--- config.mk ---
export PLATFORM = sky130hd
export DESIGN_NAME = wsg_top
export DESIGN_NICKNAME = d
export VERILOG_FILES = /design/src/rtl/wsg_pkg.sv /design/src/rtl/wsg_wdt.sv /design/src/rtl/wsg_key.sv /design/src/rtl/wsg_pwr.sv /design/src/rtl/wsg_top.sv
export SDC_FILE = /design/constraint.sdc
export NUM_CORES = 1
export LEC_CHECK = 0
export CAP_MARGIN = 25
export CORE_UTILIZATION = 50
export CTS_CLUSTER_SIZE = 28
export DETAILED_ROUTE_END_ITERATION = 10
export DONT_BUFFER_PORTS = 1
export GPL_TIMING_DRIVEN = 0
export SLEW_MARGIN = 15
export SYNTH_ARGS = -nofsm -noshare
export SYNTH_HDL_FRONTEND = slang
export SYNTH_HIERARCHICAL = 1
export SYNTH_SLANG_ARGS = --single-unit
--- constraint.sdc ---
create_clock -name clk -period 3.03 [get_ports clk]
set_input_delay 0.1515 -clock clk [delete_from_list [all_inputs] [get_ports clk]]
set_output_delay 0.1515 -clock clk [all_outputs]
set_load 0.01 [all_outputs]
--- src/rtl/wsg_pkg.sv ---
package wsg_pkg;
  typedef enum logic [1:0] {
    PM_RUN    = 2'd0,
    PM_HALT   = 2'd1,
    PM_SETTLE = 2'd2
  } pm_state_t;

  localparam logic [7:0] SLEEP_KEY = 8'hA5;

  // true when the key register holds the sleep-permit byte
  function automatic logic key_matches(input logic [7:0] k);
    return k == SLEEP_KEY;
  endfunction

  // true when a counter of width w sits at its final value 2^w-1
  function automatic logic at_last(input logic [31:0] v, input int w);
    return v == ((32'd1 << w) - 32'd1);
  endfunction
endpackage

--- src/rtl/wsg_wdt.sv ---
module wsg_wdt #(
  parameter int WDT_W = 21
) (
  input  logic clk,
  input  logic rst_n,
  input  logic run,
  input  logic clr,
  input  logic kill,
  output logic armed,
  output logic expire
);
  logic [WDT_W-1:0] cnt;

  assign expire = armed & run & ~clr & wsg_pkg::at_last(32'(cnt), WDT_W);

  always_ff @(posedge clk or negedge rst_n) begin
    if (!rst_n) begin
      armed <= 1'b0;
      cnt   <= '0;
    end else if (kill) begin
      armed <= 1'b0;
      cnt   <= '0;
    end else if (run) begin
      if (clr) begin
        armed <= 1'b1;
        cnt   <= '0;
      end else if (armed) begin
        cnt <= cnt + 1'b1;
      end
    end
  end

  AST_ARM_NEEDS_CLEAR: assert property (@(posedge clk) disable iff (!rst_n)
    $rose(armed) |-> $past(clr));
  AST_CLEAR_ZEROES: assert property (@(posedge clk) disable iff (!rst_n)
    (run && clr && !kill) |=> (cnt == '0 && armed));
  AST_FROZEN_WHEN_STOPPED: assert property (@(posedge clk) disable iff (!rst_n)
    (!run) |=> ($stable(cnt) && $stable(armed)));
  AST_NO_EXPIRE_STOPPED: assert property (@(posedge clk) disable iff (!rst_n)
    (!run) |-> !expire);
endmodule

--- src/rtl/wsg_key.sv ---
module wsg_key (
  input  logic       clk,
  input  logic       rst_n,
  input  logic       we,
  input  logic [7:0] wdata,
  input  logic       wipe,
  output logic [7:0] key,
  output logic       key_ok
);
  assign key_ok = wsg_pkg::key_matches(key);

  always_ff @(posedge clk or negedge rst_n) begin
    if (!rst_n)    key <= 8'h00;
    else if (wipe) key <= 8'h00;
    else if (we)   key <= wdata;
  end

  AST_KEY_WIPED: assert property (@(posedge clk) disable iff (!rst_n)
    wipe |=> (key == 8'h00));
endmodule

--- src/rtl/wsg_pwr.sv ---
module wsg_pwr #(
  parameter int STAB_W = 10
) (
  input  logic clk,
  input  logic rst_n,
  input  logic enter,
  input  logic wake_hit,
  output logic clk_stop,
  output logic wake_pulse
);
  import wsg_pkg::*;

  pm_state_t          state;
  logic [STAB_W-1:0]  scnt;

  assign clk_stop = (state != PM_RUN);

  always_ff @(posedge clk or negedge rst_n) begin
    if (!rst_n) begin
      state      <= PM_RUN;
      scnt       <= '0;
      wake_pulse <= 1'b0;
    end else begin
      wake_pulse <= 1'b0;
      case (state)
        PM_RUN: if (enter) state <= PM_HALT;
        PM_HALT: if (wake_hit) begin
          state      <= PM_SETTLE;
          scnt       <= '0;
          wake_pulse <= 1'b1;
        end
        PM_SETTLE: begin
          if (at_last(32'(scnt), STAB_W)) state <= PM_RUN;
          else                            scnt  <= scnt + 1'b1;
        end
        default: state <= PM_RUN;
      endcase
    end
  end

  AST_HALT_HOLDS: assert property (@(posedge clk) disable iff (!rst_n)
    (state == PM_HALT && !wake_hit) |=> (state == PM_HALT));
  AST_WAKE_STARTS_SETTLE: assert property (@(posedge clk) disable iff (!rst_n)
    (state == PM_HALT && wake_hit) |=> (wake_pulse && state == PM_SETTLE && scnt == '0));
  AST_RELEASE_AFTER_SETTLE: assert property (@(posedge clk) disable iff (!rst_n)
    $fell(clk_stop) |-> $past(state == PM_SETTLE));
  AST_WAKE_WHILE_GATED: assert property (@(posedge clk) disable iff (!rst_n)
    wake_pulse |-> clk_stop);
endmodule

--- src/rtl/wsg_top.sv ---
module wsg_top #(
  parameter int WDT_W  = 21,
  parameter int STAB_W = 10
) (
  input  logic       clk,
  input  logic       rst_n,
  input  logic       clrwdt_i,
  input  logic       sleep_i,
  input  logic       key_we_i,
  input  logic [7:0] key_wdata_i,
  input  logic [1:0] ext_wake_i,
  input  logic [1:0] wake_en_i,
  output logic       rst_req_o,
  output logic       clk_stop_o,
  output logic       wake_o
);
  // named internal events
  logic       run, clr_go, sleep_go, key_ok, wdt_armed, wdt_expire;
  logic       bad_sleep, enter_go, req_now, wake_hit;
  logic [7:0] key_val;

  assign run       = ~clk_stop_o;
  assign clr_go    = clrwdt_i & run;
  assign sleep_go  = sleep_i & run;
  assign bad_sleep = sleep_go & ~key_ok;
  assign req_now   = wdt_expire | bad_sleep;
  assign enter_go  = sleep_go & key_ok & ~wdt_expire;
  assign wake_hit  = |(ext_wake_i & wake_en_i);

  wsg_wdt #(.WDT_W(WDT_W)) wdt_i (
    .clk(clk), .rst_n(rst_n), .run(run), .clr(clr_go), .kill(req_now),
    .armed(wdt_armed), .expire(wdt_expire)
  );

  wsg_key key_i (
    .clk(clk), .rst_n(rst_n), .we(key_we_i & run), .wdata(key_wdata_i),
    .wipe(req_now | enter_go), .key(key_val), .key_ok(key_ok)
  );

  wsg_pwr #(.STAB_W(STAB_W)) pwr_i (
    .clk(clk), .rst_n(rst_n), .enter(enter_go), .wake_hit(wake_hit),
    .clk_stop(clk_stop_o), .wake_pulse(wake_o)
  );

  always_ff @(posedge clk or negedge rst_n) begin
    if (!rst_n) rst_req_o <= 1'b0;
    else        rst_req_o <= req_now;
  end

  AST_GOOD_SLEEP_STOPS: assert property (@(posedge clk) disable iff (!rst_n)
    (sleep_i && !clk_stop_o && key_val == 8'hA5 && !wdt_expire) |=> (clk_stop_o && !rst_req_o && key_val == 8'h00));
  AST_BAD_SLEEP_RESETS: assert property (@(posedge clk) disable iff (!rst_n)
    (sleep_i && !clk_stop_o && key_val != 8'hA5) |=> (rst_req_o && !clk_stop_o));
  AST_GATED_NO_REQUEST: assert property (@(posedge clk) disable iff (!rst_n)
    clk_stop_o |=> !rst_req_o);
  AST_DISARMED_QUIET: assert property (@(posedge clk) disable iff (!rst_n)
    (!wdt_armed && !sleep_i) |=> !rst_req_o);
  AST_GATED_KEY_HELD: assert property (@(posedge clk) disable iff (!rst_n)
    (clk_stop_o && $past(clk_stop_o)) |-> $stable(key_val));
endmodule

**Word level (Yosys, flattened, before mapping)**

Cells that the tools add are included.

- Bits in registers: 44
- Word-level logic and storage cells: 64
- Input port bits: 17
- Output and inout port bits: 3

- Reductions and logical operators: 11
- Add/sub/neg operators: 2
- Equal/unequal tests: 10
- Multiplexer cells: 18
- Bitwise gates (word level): 16

Operator list:

| operator | number |
|---|---|
| $mux 21 | 4 |
| $add 21x1->21 const B | 1 |
| $eq 21x21->1 const B | 1 |
| $mux 10 | 2 |
| $pmux 10 s2 | 1 |
| $mux 8 | 2 |
| $add 10x1->10 const B | 1 |
| $eq 10x10->1 const B | 1 |
| $and 1x1->1 | 9 |
| $eq 8x8->1 const B | 1 |
| $reduce_bool 2->1 | 4 |
| $mux 2 | 3 |
| $ne 2x1->1 const B | 3 |
| $pmux 2 s3 | 1 |
| $reduce_and 3->1 | 2 |
| $mux 1 | 5 |
| $ne 2x2->1 const B | 2 |
| $not 1->1 | 4 |
| $reduce_and 2->1 | 2 |
| $reduce_bool 3->1 | 1 |
| $and 2x2->2 | 1 |
| $eq 2x1->1 const B | 1 |
| $eq 2x2->1 const B | 1 |
| $logic_not 2->1 | 1 |
| other kinds (2) | 3 |

**Logic depth before layout (Yosys ltp)**

Gate-level depths: netlist of run 1.

- Word-level depth: 10
- Mapped depth: 11
- Mapped depth without buffers: 10

**Modules after synthesis**

Netlist of run 1, hierarchy kept.

Modules (own cells, without submodules):

| module | area each (µm²) | times used | sequential area each (µm²) | cells an instance |
|---|---|---|---|---|
| wsg_wdt | 1,157.4 | 1 | 550.5 | 121 |
| wsg_pwr | 656.9 | 1 | 325.3 | 61 |
| wsg_key | 351.6 | 1 | 200.2 | 29 |
| wsg_top | 92.6 | 1 | 25.0 | 9 |

**Worst setup path before layout of run 1**

OpenSTA, ideal clock, no wires.

- Path type: register to register
- From: register pwr_i.state[0]
- To: register wdt_i.cnt[20]
- Setup time: 0.079 ns
- Slack: 0.373 ns
- Period minus slack after synthesis: 2.657 ns
- Arrival time: 2.578 ns
- Stages on the path, launching flop included: 12
- Data required time: 2.951 ns
- Buffers on the path: 2
- Cells stage by stage: dfrtp_1 -> or2_2 -> inv_1 -> nand2_1 -> nor2_1 -> and4_1 -> o21bai_1 -> clkbuf_1 -> o21ai_0 -> clkbuf_1 -> or3b_2 -> a21oi_1

- Longest elaborated chain between the ends: 9
- Elaborated cells between the ends (all ways): 16
- Classes of those cells: eq/ne: 1; mux: 3; bitwise: 9; reduce/logical: 3

RTL lines:

| item | RTL line | RTL |
|---|---|---|
| start: declaration | wsg_pwr.sv:13 | `pm_state_t state;` |
| start signal: assignment | wsg_pwr.sv:20 | `state <= PM_RUN;` |
| start signal: assignment | wsg_pwr.sv:26 | `PM_RUN: if (enter) state <= PM_HALT;` |
| start signal: assignment | wsg_pwr.sv:28 | `state <= PM_SETTLE;` |
| $reduce_bool 2->1 (*) | wsg_pwr.sv:16 | `assign clk_stop = (state != PM_RUN);` |
| named net clk_stop_o | wsg_top.sv:14 | `output logic clk_stop_o,` |
| $not 1->1 (*) | wsg_top.sv:22 | `assign run = ~clk_stop_o;` |
| named net run | wsg_top.sv:18 | `logic run, clr_go, sleep_go, key_ok, wdt_armed, wdt_expire;` |
| $and 1x1->1 | wsg_top.sv:23 | `assign clr_go = clrwdt_i & run;` |
| $not 1->1 | wsg_wdt.sv:14 | `assign expire = armed & run & ~clr & wsg_pkg::at_last(32'(cnt), WDT_W);` |
| $and 1x1->1 (*) (2 in series) | wsg_wdt.sv:14 |  |
| named net wdt_expire | wsg_top.sv:18 |  |
| $or 1x1->1 (*) | wsg_top.sv:26 | `assign req_now = wdt_expire \| bad_sleep;` |
| named net req_now | wsg_top.sv:19 | `logic bad_sleep, enter_go, req_now, wake_hit;` |
| $ne 2x1->1 (no source line) / $reduce_bool 3->1 (equally long branches) | - |  |
| $reduce_and 2->1 (no source line) | - |  |
| end signal: assignment | wsg_wdt.sv:28 | `cnt <= cnt + 1'b1;` |
| end: declaration | wsg_wdt.sv:12 | `logic [WDT_W-1:0] cnt;` |

Mark *: on every way through the listed nets, which the timed path passes. The rest lies on a longest branch. The select of a mux whose other input is x is not followed.
A chain may end at the register's enable or synchronous reset.

**Worst setup path in the final report of run 1**

Ends and elaborated chain as after synthesis.

==> results of run 1 <==
## layout make-up
class	count	area, µm²	area share (%)
multi-input combinational	163	1110	44.6
sequential	44	1100	44.4
clock buffer	6	72.6	2.92
tap	52	65.1	2.62
buffer	7	40.0	1.61
timing repair buffer	2	37.5	1.51
clock inverter	2	35.0	1.41
inverter	6	22.5	0.908
## worst max-delay path: stages (launching register included)
cell and delay, ns:
dfrtp_1 0.42, or2_2 0.38, inv_1 0.16, nand2_1 0.08, nor2_2 0.13, and4_2 0.28, o21bai_1 0.15, buf_4 0.19
o21ai_0 0.11, clkbuf_2 0.20, or3b_2 0.48, a21oi_1 0.15
## sequential cells by signal, summed over array words and instances, names as in the netlist
signal and flops:
wdt_i/armed 1, wdt_i/cnt 21, pwr_i/wake_pulse 1, pwr_i/scnt 10, rst_req_o 1, key_i/key 8, pwr_i/state 2
## metal layers
layer / global-route usage [%] / vias up / wire [µm]
li1: - / 832 / -
met1: 23.7 / 854 / 2010
met2: 33.0 / 27 / 2210
met3: 5.52 / 8 / 131
met4: 9.52 / 0 / 79
met5: 0 / - / 0
## synthesized netlist by cell type, types with 3 or more instances
master	count	area, µm²
o21ai_0	4	20.0
xor2_1	5	43.8
o31ai_1	6	45.0
dfrtp_1	44	1100
and3_1	6	37.5
mux2i_1	10	100
nor2_1	23	86.3
clkbuf_1	5	18.8
nand2b_1	3	18.8
and4_1	3	26.3
a31oi_1	4	25.0
or4_1	6	45.0
a211o_1	3	26.3
nor3_1	3	15.0
nand3_1	7	35.0
xnor2_1	4	35.0
inv_1	5	18.8
nand2_1	13	48.8
nand4_1	5	31.3
o21a_1	3	22.5
or3_1	3	18.8
a21oi_1	16	80.1
## per-stage QoR
stage	instances	utilization (%)	hold WS (ns)	power [mW]
6_report	282	57.0	0.0249	1.43
5_1_grt	282	57.0	0.0129	1.52
4_1_cts	282	56.7	0.0121	1.44
3_5_place_dp	272	53.4	-0.143	0.982
3_3_place_gp	272	53.4	-0.143	0.959
2_1_floorplan	220	-	-0.144	0.919
## worst max-delay path by stage
stage / endpoint / depth (start not counted)
floorplan: wdt_i/cnt[20] / 11
global placement: wdt_i/cnt[20] / 11
detailed placement: wdt_i/cnt[20] / 11
CTS: wdt_i/cnt[20] / 11
global route: wdt_i/cnt[20] / 9
finish: wdt_i/cnt[20] / 11
## kinds of logic after synthesis
logic type,Yosys count
AND/OR/NAND/NOR,89
flip-flops,44
XOR/XNOR,9
buffers and inverters,13
multiplexers,11
AO/OA/AOI/OAI,52
adder cells (fa/ha/maj),2
## what timing repair did
item	CTS	global route
endpoints found under the hold margin	44	0
resized for setup	1	10
hold buffers	2	0
endpoints found under the setup margin	11	14
setup buffers	0	0
## power groups by stage
stage	clock network, mW	logic [mW]	registers [mW]
4_1_cts	0.456	0.266	0.723
3_3_place_gp	0	0.233	0.726
2_1_floorplan	0	0.202	0.717
6_report	0.439	0.267	0.724
5_1_grt	0.478	0.304	0.734
3_5_place_dp	0	0.247	0.734
## layout by cell type (no fill, tap or decap), types with 2 or more instances in the layout
| cell | synthesis | routed |
|---|---|---|
| dfrtp_1 | 44 | 44 |
| nor2_1 | 23 | 22 |
| a21oi_1 | 16 | 16 |
| nand2_1 | 13 | 13 |
| mux2i_1 | 10 | 10 |
| nand3_1 | 7 | 7 |
| and3_1 | 6 | 6 |
| o31ai_1 | 6 | 6 |
| or4_1 | 6 | 6 |
| inv_1 | 5 | 5 |
| clkbuf_8 | 0 | 5 |
| nand4_1 | 5 | 5 |
| xor2_1 | 5 | 5 |
| a31oi_1 | 4 | 4 |
| o21ai_0 | 4 | 4 |
| xnor2_1 | 4 | 4 |
| nand2b_1 | 3 | 3 |
| clkbuf_1 | 5 | 3 |
| o21a_1 | 3 | 3 |
| nor3_1 | 3 | 3 |
| a211o_1 | 3 | 3 |
| or3_1 | 3 | 3 |
| a22o_1 | 2 | 2 |
| and2b_1 | 2 | 2 |
| nand4bb_1 | 2 | 2 |
| or2_2 | 2 | 2 |
| and4_1 | 3 | 2 |
| a211oi_1 | 2 | 2 |
| ha_1 | 2 | 2 |
| clkbuf_2 | 0 | 2 |
| o21ai_1 | 2 | 2 |
| a2111oi_1 | 0 | 2 |
==> summary.md, run 1 <==
| Metric | Value |
|---|---|
| Io pins | `20` |
| Number of synthesized flops with an enable pin | `0` |
| Setup violators final | `0` |
| CP Data Arrival Time | `just over 3 ns` |
| Asr flop ratio synth | `100%` |
| Critical R2R Launch | `pwr_i/state[0]` |
| GP Congestion | `roughly 0.84` |
| TritonCTS buffer count | `5` |
| Net count after synthesis | `239` |
| Tightest Pin Transition | `0.603 ns` |
| Worst min path class | `primary input to flip-flop` |
| # clock sinks | `44` |
| Syn Area/Cell | `between 10 and 15 µm²` |
| FP Rows | `24` |
| Clk_skew | `0.00475 ns` |
| Critical path fanouts, max | `10` |
| Highest Clock Rate | `around 350 MHz` |
| Post-Synth Simple-Gate Area | `23.1%` |
| H-tree lvl count | `2` |
| Mapped Cells | `220` |
| Final WL | `4420 µm` |
| Worst hold path endpoint | `key_i/key[6]` |
| Final worst slack | `about 0.20 ns` |
| Mux cell area share after synthesis | `4.93%` |
| 1st-pass router iterations | `4` |
| Switching power | `418 µW` |
| Total grt overflow | `0` |
| Max clock buf depth | `2` |
| Clock slew at reported path FFs | `0.08 ns` |
| Run status | `complete, no violations` |
| Initial Utilization | `51.9%` |
| Inserted Diodes | `0` |
| Post-DP Area | `2320 µm²` |
| Register share of total power | `50.6%` |
| Post-detail-place hpwl | `just over 3000 µm` |
| Fillers | `378` |
| Setup WS pre-CTS | `-0.00980 ns` |
| Critical path required time | `between 3 and 4 ns` |
| DRT antenna net count | `0` |
| Clock Latency Late Sink | `about 0.29 ns` |
| DRC Markers | `0` |
| Largest net degree at the start of global routing | `45` |
| Seq/Total Area, Yosys | `approximately half` |
| Internal | `1.01 mW` |
| Final Hold Fails | `0` |
| Adder and majority gate portion of the synthesized area | `about 1.1%` |
| Routed WL per cell | `15.7 µm` |
| Startpoint Class | `flip-flop` |
| Final #Nets | `between 200 and 250` |
| Tot GR Track Use | `roughly a fifth` |
| Worst reg2reg endpoint | `wdt_i/cnt[20]` |
| Min-delay src | `key_wdata_i[6]` |
| Port Buf Inserts | `0` |
| Starting DRT DRC Count | `roughly 60` |
| Ys flop type | `dfrtp_1` |
| Crit path capture type | `flip-flop` |
| Clock share of power | `a little under a third` |
| Main combinational cell family by area after synthesis | `simple AND/OR/NAND/NOR gates` |
| Synth Area in Compound Gates | `16.1%` |
| Final min period | `2.83 ns` |
| Hold Path Cell Cnt | `2` |
| FF-to-FF path depth | `11` |
| Global-route wire length before repair | `7580 µm` |
| Final setup TNS | `0 ns` |
| Vias post-DR | `1,721` |
| Cell variety after synth | `53` |
| Root Driver | `clkbuf_8` |
| Synth Area in XOR/XNOR | `3.49%` |
| Switch share | `29.2%` |
| Core Area | `4350 µm²` |
| Tcrit/Tclk final | `between 90 and 100%` |
| WS Path Type | `flip-flop to flip-flop` |
| Power density over the cells | `577 nW/µm²` |
| R2R Setup Slk | `0.20 ns` |
| Vias in the first global route | `1,708` |
| Vias per cell | `6.10` |
| Die X | `between 60 and 70 µm` |
| CTS tree | `done` |
| Initial antenna violation count | `0` |
| Yosys warning count | `6` |
| Max-cap violation count | `0` |
| Slew Viols, Final | `0` |
| Comb pwr share | `18.7%` |
| Leak | `1.06 nW` |
| Yosys reg bits | `44` |
| Crit. Startpoint | `pwr_i/state[0]` |
| Post-synthesis instance area | `2260 µm²` |
| Die height | `69.2 µm` |
| Finished layout cell area | `2480 µm²` |
| Worst relative slew slack | `59.5%` |
| Layout area overhead | `9.86%` |
| Share of layout cells above drive strength 1 | `11.7%` |
| Die area | `4790 µm²` |
| Unrepaired setup endpoints after global routing | `no` |
| VDD IR-drop max | `0.293 mV` |
(Power assumes the default switching activity.)
==> run 2: changes to the inputs <==
- ABC_AREA: default -> 1
- SYNTH_HIERARCHICAL: 1 -> default
==> run 2 against run 1 <==
  * Synthesized cell count increased by 76%
  * Global-route usage increased by 4.4 points
  * Highest routed layer unchanged
  * Critical endpoint is now wdt_i.cnt[4]
  * Fmax increased by 43%
  * Combinational power decreased by 27%
  * Power decreased by 1.4%
  * Worst hold slack got worse by 0.016 ns
  * Wire length increased by 33%
  * Clock skew increased by 0.00076 ns
  * Die area increased by 18%
  * Register-to-register slack improved by 0.85 ns
  * Final cell count increased by 68%
==> summary.md, run 2 <==
| Metric | Value |
|---|---|
| Net count after synthesis | `407 (+70%)` |
| Tightest Pin Transition | `0.547 ns (-0.0561 ns)` |
| FF-to-FF path depth | `11 (unchanged)` |
| Tcrit/Tclk final | `65.1% (-28 points)` |
| Final setup TNS | `0 ns (unchanged)` |
| VDD IR-drop max | `0.411 mV (+40%)` |
| Largest register FFs | `21 (unchanged)` |
| Worst hold path endpoint | `key_i.key[0]` |
| Commonest cells in the netlist | `nand2_1, nand3_1, nor2_1` |
| Routed wl met3 | `125 µm (-4.6%)` |
| FP Rows | `26 (+8.3%)` |
| Biggest register | `wdt_i.cnt` |
| Vias post-DR | `2,434 (+41%)` |
| Mapped Cells | `388 (+76%)` |
| Crit path capture type | `flip-flop` |
| CTS tree | `done` |
| Startpoint Class | `flip-flop` |
| Worst min path class | `primary input to flip-flop` |
| Core Area | `5140 µm² (+18%)` |
| Run status | `complete, no violations` |
| R2R Setup Slk | `1.06 ns (+0.85 ns)` |
| Biggest regs | `wdt_i.cnt x21, pwr_i.scnt x10, key_i.key x8` |
| Clock slew at reported path FFs | `0.09 ns (about the same)` |
| Hold Path Cell Cnt | `2 (unchanged)` |
| Io pins | `20 (unchanged)` |
| Clock Latency Late Sink | `0.30 ns (about the same)` |
| H-tree lvl count | `2 (unchanged)` |
| Most frequent cells in the layout | `nand2_1, nand3_1, nor2_1` |
| Die X | `75.2 µm (+8.7%)` |
| Unrepaired setup endpoints after global routing | `no` |
| TritonCTS buffer count | `5 (unchanged)` |
| Final worst slack | `1.06 ns (+0.852 ns)` |
| CP Data Arrival Time | `2.16 ns (-0.88 ns)` |
| Post-synth top area share | `41.1% (-7.7 points)` |
| Max clock buf depth | `2 (unchanged)` |
| DRC Markers | `0 (unchanged)` |
| Vias per cell | `5.15 (-16%)` |
| Number of synthesized flops with an enable pin | `0 (unchanged)` |
| Yosys top cell by area | `dfrtp_1` |
| Yosys warning count | `0 (-6)` |
| Critical path required time | `3.22 ns (-0.03 ns)` |
| Post-synthesis instance area | `2680 µm² (+19%)` |
| Initial Utilization | `52.2% (+0.30 points)` |
| Clk_skew | `0.00551 ns (+0.000760 ns)` |
| Port Buf Inserts | `0 (unchanged)` |
| Die height | `75.2 µm (+8.7%)` |
| Max-cap violation count | `0 (unchanged)` |
| Highest Clock Rate | `507 MHz (+43%)` |
| Worst relative slew slack | `63.4% (+3.9 points)` |
| Setup WS pre-CTS | `1.06 ns (+1.07 ns)` |
| Syn Area/Cell | `6.91 µm² (-33%)` |
| Max Used Layer | `met4` |
| Asr flop ratio synth | `100% (unchanged)` |
| Vias in the first global route | `2,320 (+36%)` |
| Post-CTS sizing | `0 (-1)` |
| Met2 routed WL | `2920 µm (+32%)` |
| Leak | `1.38 nW (+30%)` |
| Slew Viols, Final | `0 (unchanged)` |
| # clock sinks | `44 (unchanged)` |
| Initial antenna violation count | `0 (unchanged)` |
| Ys flop type | `dfrtp_1` |
| Final #Nets | `422 (+70%)` |
| Min-delay src | `key_wdata_i[0]` |
| Routed WL per cell | `12.5 µm (-20%)` |
| Final WL | `5910 µm (+33%)` |
| Yosys reg bits | `44 (unchanged)` |
| Cell variety after synth | `30 (-43%)` |
| 1st-pass router iterations | `4 (unchanged)` |
| Critical path fanouts, max | `10 (unchanged)` |
| Root Driver | `clkbuf_8` |
| Synth top area cells | `dfrtp_1, nand2_1, nand3_1` |
| Final min period | `1.97 ns (-0.852 ns)` |
| Power density over the cells | `471 nW/µm² (-18%)` |
| WS Path Type | `flip-flop to flip-flop` |
| Postcts setup bufs | `0 (unchanged)` |
| Worst reg2reg endpoint | `wdt_i.cnt[4]` |
| Total grt overflow | `0 (unchanged)` |
| Starting DRT DRC Count | `130 (+120%)` |
| GP Congestion | `0.792 (-5.5%)` |
| Share of layout cells above drive strength 1 | `7.94% (-3.8 points)` |
| Final Hold Fails | `0 (unchanged)` |
| Tot GR Track Use | `24.2% (+4.4 points)` |
| Setup violators final | `0 (unchanged)` |
| Largest net degree at the start of global routing | `45 (unchanged)` |
| Most frequent cell after synthesis | `nand2_1` |
| Post-detail-place hpwl | `4110 µm (+33%)` |
| Critical R2R Launch | `wdt_i.cnt[0]` |
| Inserted Diodes | `0 (unchanged)` |
| Most common cell after layout, fill and taps aside | `nand2_1` |
| M1 WL | `2760 µm (+38%)` |
| Seq/Total Area, Yosys | `41.1% (-7.7 points)` |
| Global-route wire length before repair | `10,400 µm (+37%)` |
| Die area | `5660 µm² (+18%)` |
| DRT antenna net count | `0 (unchanged)` |
| Layout area overhead | `11.7%` |
==> run 2: changes by cell type in the layout (fill, tap and decap cells not counted), sizes merged, moves of 5 or more <==
cell / change
nand3: +42
nand2: +118
o21ai: +15
mux2i: -10
o31ai: -5
inv: +40
a21oi: -6
dlygate4sd3: +6
and3: -6
nor2: +27
or4: -7
==> run 2: cell families (layout without fill, tap and decap cells) <==
group	count (synthesis)	count (layout)	synth area share, %
AND/OR/NAND/NOR	246	246	40.1
AO/OA/AOI/OAI	35	35	7.05
buffers and inverters	54	69	8.54
adder cells (fa/ha/maj)	2	2	0.933
flip-flops	44	44	41.1
XOR/XNOR	7	7	2.29
==> run 2: worst max-delay path by stage <==
stage / depth (start not counted) / slack, ns / from / end
3_5_place_dp: 10 / 1.06 / wdt_i.cnt[0] / wdt_i.cnt[0]
5_1_grt: 11 / 0.88 / wdt_i.cnt[0] / wdt_i.cnt[4]
2_1_floorplan: 11 / 1.44 / wdt_i.cnt[0] / wdt_i.cnt[6]
4_1_cts: 10 / 1.04 / wdt_i.cnt[0] / wdt_i.cnt[0]
3_3_place_gp: 10 / 1.09 / wdt_i.cnt[0] / wdt_i.cnt[20]
6_report: 11 / 1.06 / wdt_i.cnt[0] / wdt_i.cnt[4]
==> run 2: metrics by stage <==
stage	hold slack (ns)	area (µm²)	power, mW	utilization (%)	std cells
after detailed placement	-0.143	2770	0.859	53.9	458
final	0.00934	3000	1.41	58.3	473
after floorplan	-0.144	2680	0.813	-	388
after CTS	0.00137	3000	1.43	58.3	473
after global placement	-0.143	2770	0.854	53.9	458
after global routing	0.00577	3000	1.48	58.3	473
==> run 2: timing repair <==
action / in CTS / in global routing
setup endpoints to repair: 0 / 0
hold buffers: 8 / 0
hold endpoints to repair: 50 / 0
==> run 2: power by group <==
part | switching (mW) | total, mW | internal [mW]
clock network | 0.216 | 0.541 | 0.325
registers | 0.0441 | 0.675 | 0.631
logic | 0.123 | 0.195 | 0.0719
total | 0.383 | 1.41 | 1.03
==> run 2: routing by layer <==
metal  GRT usage, %  vias to the layer above
li1               -                     1257
met1           29.0                     1141
met2           43.2                       27
met3           4.28                        9
met4           9.47                        0
met5              0                        -
==> run 2: final cells by class <==
class | count | area (µm²)
fill | 556 | 2140
inverter | 46 | 173
clock inverter | 2 | 60.1
timing repair buffer | 8 | 97.6
multi-input combinational | 290 | 1350
tap | 70 | 87.6
clock buffer | 5 | 68.8
sequential | 44 | 1100
buffer | 8 | 56.3
==> run 2: critical path, cell delays in order (launching register included) <==
cell     delay, ns
dfrtp_1       0.41
ha_1          0.33
nand3_2       0.16
inv_2         0.13
nand2_2       0.09
nor2_4        0.19
nand2_2       0.11
nand2_4       0.10
buf_6         0.15
nor2_1        0.05
nand2_1       0.06
o21ai_0       0.08
==> run 3: changes to the inputs <==
- clock period: 3.03 -> 1.95 ns (I/O delays scaled with it)
==> run 3 against run 2 <==
  * Largest power group unchanged
  * Non-clock buffer count grew 3
  * Register-to-register slack lost 0.89 ns
  * Largest cell class unchanged
  * Flip-flop and latch count is the same
  * Via count grew 0.12%
  * Clock power grew 55%
  * Critical path type unchanged
  * Sequential power grew 56%
  * Global-route usage grew 0.17 points
  * Die area is the same
  * First-iteration DRC count shrank 21%
  * Wire length grew 0.85%
  * Design area grew 1.5%
  * Highest routed layer unchanged
==> summary.md, run 3 (synthesized netlist as in run 2, its figures left out) <==
| Metric | Value |
|---|---|
| Final Hold Fails | `0 (unchanged)` |
| Worst min path class | `primary input to flip-flop` |
| Starting DRT DRC Count | `103 (-21%)` |
| Final min period | `1.78 ns (-0.192 ns)` |
| VDD IR-drop max | `0.638 mV (+55%)` |
| Io pins | `20 (unchanged)` |
| Max clock buf depth | `2 (unchanged)` |
| Critical path required time | `2.14 ns (-1.08 ns)` |
| Final #Nets | `425 (+0.71%)` |
| Vias post-DR | `2,437 (+0.12%)` |
| H-tree lvl count | `2 (unchanged)` |
| GP Congestion | `0.792 (unchanged)` |
| TritonCTS buffer count | `5 (unchanged)` |
| Crit path capture type | `flip-flop` |
| FP Rows | `26 (unchanged)` |
| Worst relative slew slack | `63.8% (+0.43 points)` |
| Final setup TNS | `0 ns (unchanged)` |
| Tightest Pin Transition | `0.541 ns (-0.00639 ns)` |
| Leak | `1.39 nW (+0.86%)` |
| Fillers | `547 (-1.6%)` |
| Final WL | `5960 µm (+0.85%)` |
| Biggest regs | `wdt_i.cnt x21, pwr_i.scnt x10, key_i.key x8` |
| Biggest register | `wdt_i.cnt` |
| Clk_skew | `0.00503 ns (-0.000484 ns)` |
| Die height | `75.2 µm (unchanged)` |
| DRT antenna net count | `0 (unchanged)` |
| Vias per cell | `5.12 (-0.51%)` |
| Max-cap violation count | `0 (unchanged)` |
| Power density over the cells | `724 nW/µm² (+54%)` |
| Global-route wire length before repair | `10,400 µm (+0.67%)` |
| Critical path fanouts, max | `10 (unchanged)` |
| Vias in the first global route | `2,323 (+0.13%)` |
| Setup violators final | `0 (unchanged)` |
| Share of layout cells above drive strength 1 | `8.62% (+0.68 points)` |
| Startpoint Class | `flip-flop` |
| # clock sinks | `44 (unchanged)` |
| Routed WL per cell | `12.5 µm (+0.21%)` |
| Die area | `5660 µm² (unchanged)` |
| Die X | `75.2 µm (unchanged)` |
| Root Driver | `clkbuf_8` |
| Most frequent cells in the layout | `nand2_1, nand3_1, nor2_1` |
| Clock slew at reported path FFs | `0.09 ns (about the same)` |
| CP Data Arrival Time | `1.97 ns (-0.19 ns)` |
| Port Buf Inserts | `0 (unchanged)` |
| Highest Clock Rate | `561 MHz (+11%)` |
| CTS tree | `done` |
| DRC Markers | `0 (unchanged)` |
| Largest net degree at the start of global routing | `45 (unchanged)` |
| Inserted Diodes | `0 (unchanged)` |
| Largest register FFs | `21 (unchanged)` |
| Post-DP Area | `2770 µm² (unchanged)` |
| Slew Viols, Final | `0 (unchanged)` |
| Tcrit/Tclk final | `91.3% (+26 points)` |
| R2R Setup Slk | `0.17 ns (-0.89 ns)` |
| Finished layout cell area | `3040 µm² (+1.5%)` |
| Run status | `complete, no violations` |
| Total grt overflow | `0 (unchanged)` |
| 1st-pass router iterations | `4 (unchanged)` |
| Initial Utilization | `52.2% (unchanged)` |
| WS Path Type | `flip-flop to flip-flop` |
| Unrepaired setup endpoints after global routing | `no` |
| Layout area overhead | `13.4%` |
| Post-detail-place hpwl | `4110 µm (unchanged)` |
| Clock Latency Late Sink | `0.30 ns (about the same)` |
| Most common cell after layout, fill and taps aside | `nand2_1` |
| Core Area | `5140 µm² (unchanged)` |
| Tot GR Track Use | `24.4% (+0.17 points)` |
| Initial antenna violation count | `0 (unchanged)` |
[run 3: cell types whose count changed in the layout (fill, tap and decap cells not counted), sizes merged]
cell / previous run / this run
buf: 8 / 9
dlygate4sd3: 7 / 9
[run 3: cell type report]
type / count / area (µm²) / area share (%)
clock inverters: 2 / 60.1 / 1.97
repair buffers: 11 / 125 / 4.11
plain buffers: 8 / 56.3 / 1.85
inverters: 46 / 173 / 5.68
flip-flops and latches: 44 / 1100 / 36.2
well taps: 70 / 87.6 / 2.88
multi-input cells: 290 / 1370 / 45.0
clock buffers: 5 / 68.8 / 2.26
[run 3: worst paths after layout]
kind,startpoint,end,cells after the start
worst max-delay path,wdt_i.cnt[1],wdt_i.cnt[4],11
max in group asynchronous,rst_n,wdt_i.cnt[0],2
min in group asynchronous,rst_n,wdt_i.cnt[10],2
worst min register to register,pwr_i.state[1],pwr_i.state[0],1
worst min-delay path,ext_wake_i[1],pwr_i.wake_pulse,4
worst max register to register,wdt_i.cnt[1],wdt_i.cnt[4],11
[run 3: per-layer routing]
metal | wire length [µm] | vias to the layer above | track usage (%)
met5 | 0 | - | 0
met4 | 115 | 0 | 9.47
met3 | 148 | 11 | 4.28
met2 | 2950 | 34 | 43.7
met1 | 2750 | 1128 | 29.1
li1 | - | 1264 | -
[run 3: report_power, final]
part           leakage (nW)  switching (mW)  internal, mW
clock network        0.0642           0.334         0.505
registers             0.591          0.0714         0.981
logic                 0.736           0.194         0.119
[run 3: timing repair]
item	4_1_cts	5_1_grt
hold buffers	10	0
setup endpoints to repair	13	10
gates resized for setup	2	2
setup buffers	0	1
hold endpoints to repair	52	0
pin swaps	0	1
[run 3: critical path, stage by stage (launching register included)]
cell and delay, ns:
dfrtp_1 0.42, ha_4 0.20, nand3_2 0.13, inv_2 0.12, nand2_2 0.09, nor2_4 0.15
nand2_2 0.10, nand2_4 0.10, buf_6 0.16, nor2_1 0.05, nand2_1 0.06, o21ai_0 0.08
[run 3: through the flow]
step / hold WS, ns / setup slack, ns / util, % / total power, mW / instances
finish: 0.0854 / 0.169 / 59.2 / 2.20 / 476
global route: 0.106 / 0.0160 / 59.2 / 2.32 / 476
CTS: 0.0783 / 0.0463 / 58.8 / 2.22 / 475
detailed placement: -0.197 / -0.0157 / 53.9 / 1.33 / 458
global placement: -0.197 / 0.00522 / 53.9 / 1.33 / 458
floorplan: -0.198 / 0.357 / - / 1.26 / 388
